File: src/rtl/bsram_pkg.sv
package bsram_pkg;

  typedef enum logic [1:0] {
    OP_IDLE  = 2'd0,
    OP_READ  = 2'd1,
    OP_WRITE = 2'd2
  } op_e;

  // Low address pair for a burst beat: linear adds, interleaved XORs.
  function automatic logic [1:0] beat_low(input logic [1:0] base,
                                          input logic [1:0] cnt,
                                          input logic       interleave);
    logic [1:0] r;
    if (interleave) r = base ^ cnt;
    else            r = base + cnt;
    return r;
  endfunction

endpackage

File: src/rtl/bsram_ctrl.sv
module bsram_ctrl #(
  parameter int LANES = 4
) (
  input  logic             clk,
  input  logic             rst_n,
  input  logic             edge_ok,
  input  logic             step_load,
  input  logic             sel_ok,
  input  logic             wr_n,
  input  logic [LANES-1:0] lane_wr_n,
  output bsram_pkg::op_e   op_q,
  output logic             first_q,
  output logic             do_load,
  output logic             do_step,
  output logic             mem_we,
  output logic [LANES-1:0] mem_be
);
  import bsram_pkg::*;

  op_e              op_d;
  logic             first_d;
  logic [LANES-1:0] lanes_q, lanes_d;

  assign do_load = edge_ok && !step_load;
  assign do_step = edge_ok && step_load && (op_q != OP_IDLE);

  always_comb begin
    op_d    = op_q;
    first_d = first_q;
    lanes_d = lanes_q;
    if (do_load) begin
      lanes_d = lane_wr_n;
      if (sel_ok) begin
        op_d    = wr_n ? OP_READ : OP_WRITE;
        first_d = (op_q == OP_IDLE);
      end else begin
        op_d    = OP_IDLE;
        first_d = 1'b0;
      end
    end else if (do_step) begin
      lanes_d = lane_wr_n;
      first_d = 1'b0;
    end
  end

  always_ff @(posedge clk or negedge rst_n) begin
    if (!rst_n) begin
      op_q    <= OP_IDLE;
      first_q <= 1'b0;
      lanes_q <= '1;
    end else begin
      op_q    <= op_d;
      first_q <= first_d;
      lanes_q <= lanes_d;
    end
  end

  // The edge that closes a write address cycle is the one that takes its data.
  assign mem_we = edge_ok && (op_q == OP_WRITE);
  assign mem_be = ~lanes_q;

endmodule

File: config.mk
export PLATFORM = sky130hd
export DESIGN_NAME = bsram_ctrl
export DESIGN_NICKNAME = d
export VERILOG_FILES = /design/src/rtl/bsram_pkg.sv /design/src/rtl/bsram_ctrl.sv
export SDC_FILE = /design/constraint.sdc
export NUM_CORES = 1
export LEC_CHECK = 0
export CAP_MARGIN = 20
export CORE_AREA = 2 2 39 41
export DETAILED_ROUTE_END_ITERATION = 8
export DIE_AREA = 0 0 41 43
export DONT_BUFFER_PORTS = 1
export PLACE_DENSITY = 0.43
export SLEW_MARGIN = 10
export SYNTH_ARGS = -nofsm -noshare
export SYNTH_HDL_FRONTEND = slang
export SYNTH_SLANG_ARGS = --single-unit
export TNS_END_PERCENT = 100
File: constraint.sdc
create_clock -name clk -period 1.4 [get_ports clk]
set_input_delay 0.28 -clock clk [delete_from_list [all_inputs] [get_ports clk]]
set_output_delay 0.28 -clock clk [all_outputs]
set_load 0.01 [all_outputs]
Yosys cells after proc, flatten, opt, wreduce, memory -nomap -nowiden
Index checks and enable logic that the tools add are counted.
- equal/unequal tests: 1
- mux-type cells: 7
- bitwise operators: 1
- reduce and logical (&&, ||, !) cells: 8
- operators with widths (cell ; number):
    $mux W4 ; 2
    $logic_and A1 B1 Y1 ; 4
    $mux W2 ; 2
    $not A4 Y4 ; 1
    $reduce_bool A2 Y1 ; 2
    $mux W1 ; 3
    $eq A2 B2 Y1 const B ; 1
    $logic_not A2 Y1 ; 1
    $logic_not A1 Y1 ; 1
- flip-flop bits (word level): 7
- input port bits: 10
- output and inout bits: 10
- word-level logic and storage cells: 20

Logic depth before layout (Yosys ltp)
- depth in word-level cells: 4
- mapped depth: 3
- mapped depth without buffers: 2

Worst setup path after synthesis
Ideal clock, no wire load.
- path kind: reg2out
- start point: register op_q[0]
- end point: output do_step
- arrival time: 0.977 ns
- path slack: 0.143 ns
- stages on the path, launching flop included: 3
- path through: dfrtp_1 -> or2_2 -> and3_1
- word-level cells in the longest chain between the ends: 2
- RTL lines (item ; line ; RTL):
    from (decl) ; bsram_ctrl.sv:11 ; output bsram_pkg::op_e op_q,
    from (signal assigned) ; bsram_ctrl.sv:52 ; op_q <= op_d;
    $reduce_bool A2 Y1 ; bsram_ctrl.sv:25 ; assign do_step = edge_ok && step_load && (op_q != OP_IDLE);
    $logic_and A1 B1 Y1 ; bsram_ctrl.sv:25 ;
    to (decl) ; bsram_ctrl.sv:14 ; output logic do_step,
No other way between the ends.

Worst setup path after layout
Ends and elaborated chain as after synthesis.

==> impl_metrics.csv <==
group,metric,value,unit
sta,tightestPinTransition,358.9,ps
drt,route.detailed.vias_per_inst,5.188,
sta,timing.final.ws_setup,48.54,ps
logic_synthesis,yosysUniqueCellTypes,16,
power_and_ir_drop,power_density_cells,1255,mW/mm²
cts,cts_tree,"done",
placed_design,numPortBuffers,0,
sta,finalSetupViolCount,0,
layout,final-seq-area,180.2,µm²
drt,first_iter_violations,2,
grt,grt.busiest_layer,"met2",
drt,routed_wirelength,1.013,mm
placed_design,place_hpwl,714.9,µm
sta,totalNegativeSetupSlack,0,ps
cts,clock_tree.buffer_depth,2,
drt,drc_errors,0,
worst_hold_path,timing.hold.worst.class,"in -> reg",
logic_synthesis,netlist_instances,42,
logic_synthesis,yosys_warnings,0,
logic_synthesis,synth-async-reset-ratio,100.0,%
logic_synthesis,synth_compound_gate_area_share,8.902,%
setup_path,cp-start-kind,"flip-flop",
logic_synthesis,synth-seq-area-share,42.73,%
job,drv_cap,0,
sta,grt_setup_unrepaired,"no",
drt,detail_route.first_pass.iterations,4,
drt,final_routed_wire_length_divided_by_cell_count,15.83,µm
layout,finish.cell_count_without_fillers,64,
floorplan,io-pin-count,20,
power_and_ir_drop,leakage,0.2024,nW
floorplan,die-height,43,µm
grt,gr-usage-met1,15.56,%
logic_synthesis,synthesis.area,421.7,µm²
sta,fin_crit_sh,96.53,%
floorplan,rows,14,
logic_synthesis,post_synth_and_or_nand_nor_area_fraction,37.98,%
logic_synthesis,post_synth_main_area_contributors,"sky130_fd_sc_hd__dfstp_2 (25%), sky130_fd_sc_hd__dfrtp_1 (18%), sky130_fd_sc_hd__nand4bb_1 (13%), sky130_fd_sc_hd__o211ai_1 (8.9%), sky130_fd_sc_hd__nand2b_1 (7.4%)",
cts,clock-sinks,7,
cts,cts.reportedPaths.clkPinSlew,60,ps
power_and_ir_drop,power,0.0006297,W
grt,overflow,0,
worst_hold_path,holdCritStartpoint,"edge_ok",
floorplan,floorplan.initialDensity,30.47,%
logic_synthesis,synth-main-ff-cell,"sky130_fd_sc_hd__dfstp_2",
cts,clock-root-buffer,"sky130_fd_sc_hd__clkbuf_4",
grt,use_met2,22.50,%
layout,area_growth_syn_to_layout,18.99,%
grt,grt_first_pass_wirelength,1.683,mm
grt,antenna_found_initial,0,
cts,clk-insertion-delay-late,250,ps
logic_synthesis,synthDominantCellAreaShare,24.93,%
sta,clock-skew-final,3.608,ps
sta,fmax,739.9,MHz
setup_path,worstReg2RegStart,"op_q[0]$_DFFE_PN0P_",
logic_synthesis,synth_common_cells,"sky130_fd_sc_hd__inv_1 (5), sky130_fd_sc_hd__nand2_1 (5), sky130_fd_sc_hd__nand2b_1 (5), sky130_fd_sc_hd__nand4bb_1 (5), sky130_fd_sc_hd__o211ai_1 (5)",
cts,cts_made_buffers,3,
layout,nets,59,
setup_path,worstSetupEndpointType,"output pin",
logic_synthesis,synth_top_family_by_area,"simple AND/OR/NAND/NOR gates",
setup_path,cp_data_arrival_time,1070,ps
sta,fin_crit,1351,ps
logic_synthesis,avgSynthCellArea,10.04,µm²
logic_synthesis,synth.mux.area_fraction,5.045,%
sta,hold-worst-slack,154.5,ps
setup_path,timing.critical_path.fanout_max,2,
drt,postRouteAntennaNets,0,
layout,diodes,0,
grt,global_route_total_usage_across_every_layer,14.18,%
sta,final-hold-violation-count,0,
sta,final_max_slew_viol_count,0,
setup_path,worstSetupPathType,"reg -> out",
logic_synthesis,synth-edff-count,0,
grt,grt.met3_usage,7.853,%
logic_synthesis,post_synth_fa_ha_maj_area_fraction,0,%
power_and_ir_drop,vdd_drop_max,0.5024,mV
floorplan,fp.dieW,41,µm
placed_design,final_weighted_congestion_of_routability_driven_global_placement,0.6415,
placed_design,placed_cells,59,
setup_path,critPathLaunch,"op_q[0]$_DFFE_PN0P_",
sta,maxSlewHeadroom,75.99,%
layout,final_layout_size_suffix_gt1_share,29.17,%
cts,clock_tree.htree_level_count,1,
grt,first_global_vias,387,
grt,grt_max_degree,14,
logic_synthesis,yosys.area_share.xor_xnor,0,%
floorplan,die_area,0.001763,mm²
cts,cts.repair_timing.setup_buffer_count,0,
logic_synthesis,syn_nets,52,
outcome,run_status,"finished clean",
layout,layout.filler_cells,151,
logic_synthesis,ys_seq_elements,7,
logic_synthesis,post-synth-top-area-cell,"sky130_fd_sc_hd__dfstp_2",
floorplan,placeableCoreArea,0.001384,mm²
setup_path,cp_data_required_time,1120,ps
drt,detailroute.via_count,332,
layout,multiInputGateArea,231.5,µm²
placed_design,dp_worst_setup_slack,240.1,ps
## power by group
part | total, W | switching [W] | internal (W) | leakage (nW)
Sequential | 0.000288 | 0.0000309 | 0.000257 | 0.0807
Clock | 0.000184 | 0.0000750 | 0.000109 | 0.0150
Combinational | 0.000158 | 0.0000835 | 0.0000743 | 0.107
## final timing paths
check / endpoint / slack, ps / depth (start not counted)
max: do_step / 50 / 2
min: lanes_q[0]$_DFFE_PN1P_ / 150 / 2
max reg2reg: lanes_q[2]$_DFFE_PN1P_ / 300 / 3
min reg2reg: lanes_q[0]$_DFFE_PN1P_ / 520 / 2
max in group asynchronous: lanes_q[3]$_DFFE_PN1P_ / 720 / 1
min in group asynchronous: op_q[1]$_DFFE_PN0P_ / 380 / 1
## layout make-up
cell class / instances / share of cell area (%)
sequential: 7 / 35.91
tap: 16 / 3.990
timing repair buffer: 3 / 4.988
multi-input combinational: 29 / 46.13
inverter: 5 / 3.741
clock buffer: 4 / 5.237
## registers in the layout (all words and copies together) (netlist names)
register and flops:
first_q 1, lanes_q 4, op_q 2
## kinds of logic (layout without fill, tap and decap cells)
group / count (synthesis) / in the layout
compound gates: 5 / 5
buf+inv: 6 / 12
flops: 7 / 7
mux: 2 / 2
simple gates: 22 / 22
## worst max-delay path, stage by stage (launching register included)
cell and delay, ps:
sky130_fd_sc_hd__dfrtp_1 380, sky130_fd_sc_hd__or2_4 250, sky130_fd_sc_hd__and3_4 190
## repair_timing
item,CTS,global route
hold buffers,1,0
resized for setup,2,1
endpoints found under the hold margin,7,0
endpoints found under the setup margin,1,1
## cells in the final DEF, fill, tap and decap left out
cell type / instances
sky130_fd_sc_hd__inv_1: 5
sky130_fd_sc_hd__nand2_1: 5
sky130_fd_sc_hd__nand4bb_1: 5
sky130_fd_sc_hd__nand2b_1: 5
sky130_fd_sc_hd__o211ai_1: 5
sky130_fd_sc_hd__dfstp_2: 4
sky130_fd_sc_hd__clkbuf_4: 3
sky130_fd_sc_hd__dfrtp_1: 3
sky130_fd_sc_hd__and3_4: 2
sky130_fd_sc_hd__buf_4: 2
sky130_fd_sc_hd__or2_4: 1
sky130_fd_sc_hd__nor2b_2: 1
sky130_fd_sc_hd__nor3b_2: 1
sky130_fd_sc_hd__mux2i_1: 1
sky130_fd_sc_hd__nor2b_1: 1
sky130_fd_sc_hd__mux2_1: 1
sky130_fd_sc_hd__nand3b_1: 1
sky130_fd_sc_hd__clkbuf_1: 1
sky130_fd_sc_hd__dlygate4sd3_1: 1
## per-layer routing
metal | share of wire [%] | vias to the layer above
met5 | 0 | -
met4 | 0 | 0
met3 | 7.6 | 0
met2 | 51 | 16
met1 | 41 | 157
li1 | - | 159
## through the flow
| step | util, % | instance area, µm² |
|---|---|---|
| global placement | 32.73 | 452.9 |
| global route | 36.26 | 501.7 |
| detailed placement | 32.73 | 452.9 |
| CTS | 35.90 | 496.7 |
| finish | 36.26 | 501.7 |
| floorplan | - | 421.7 |
(Power assumes the default switching activity.)
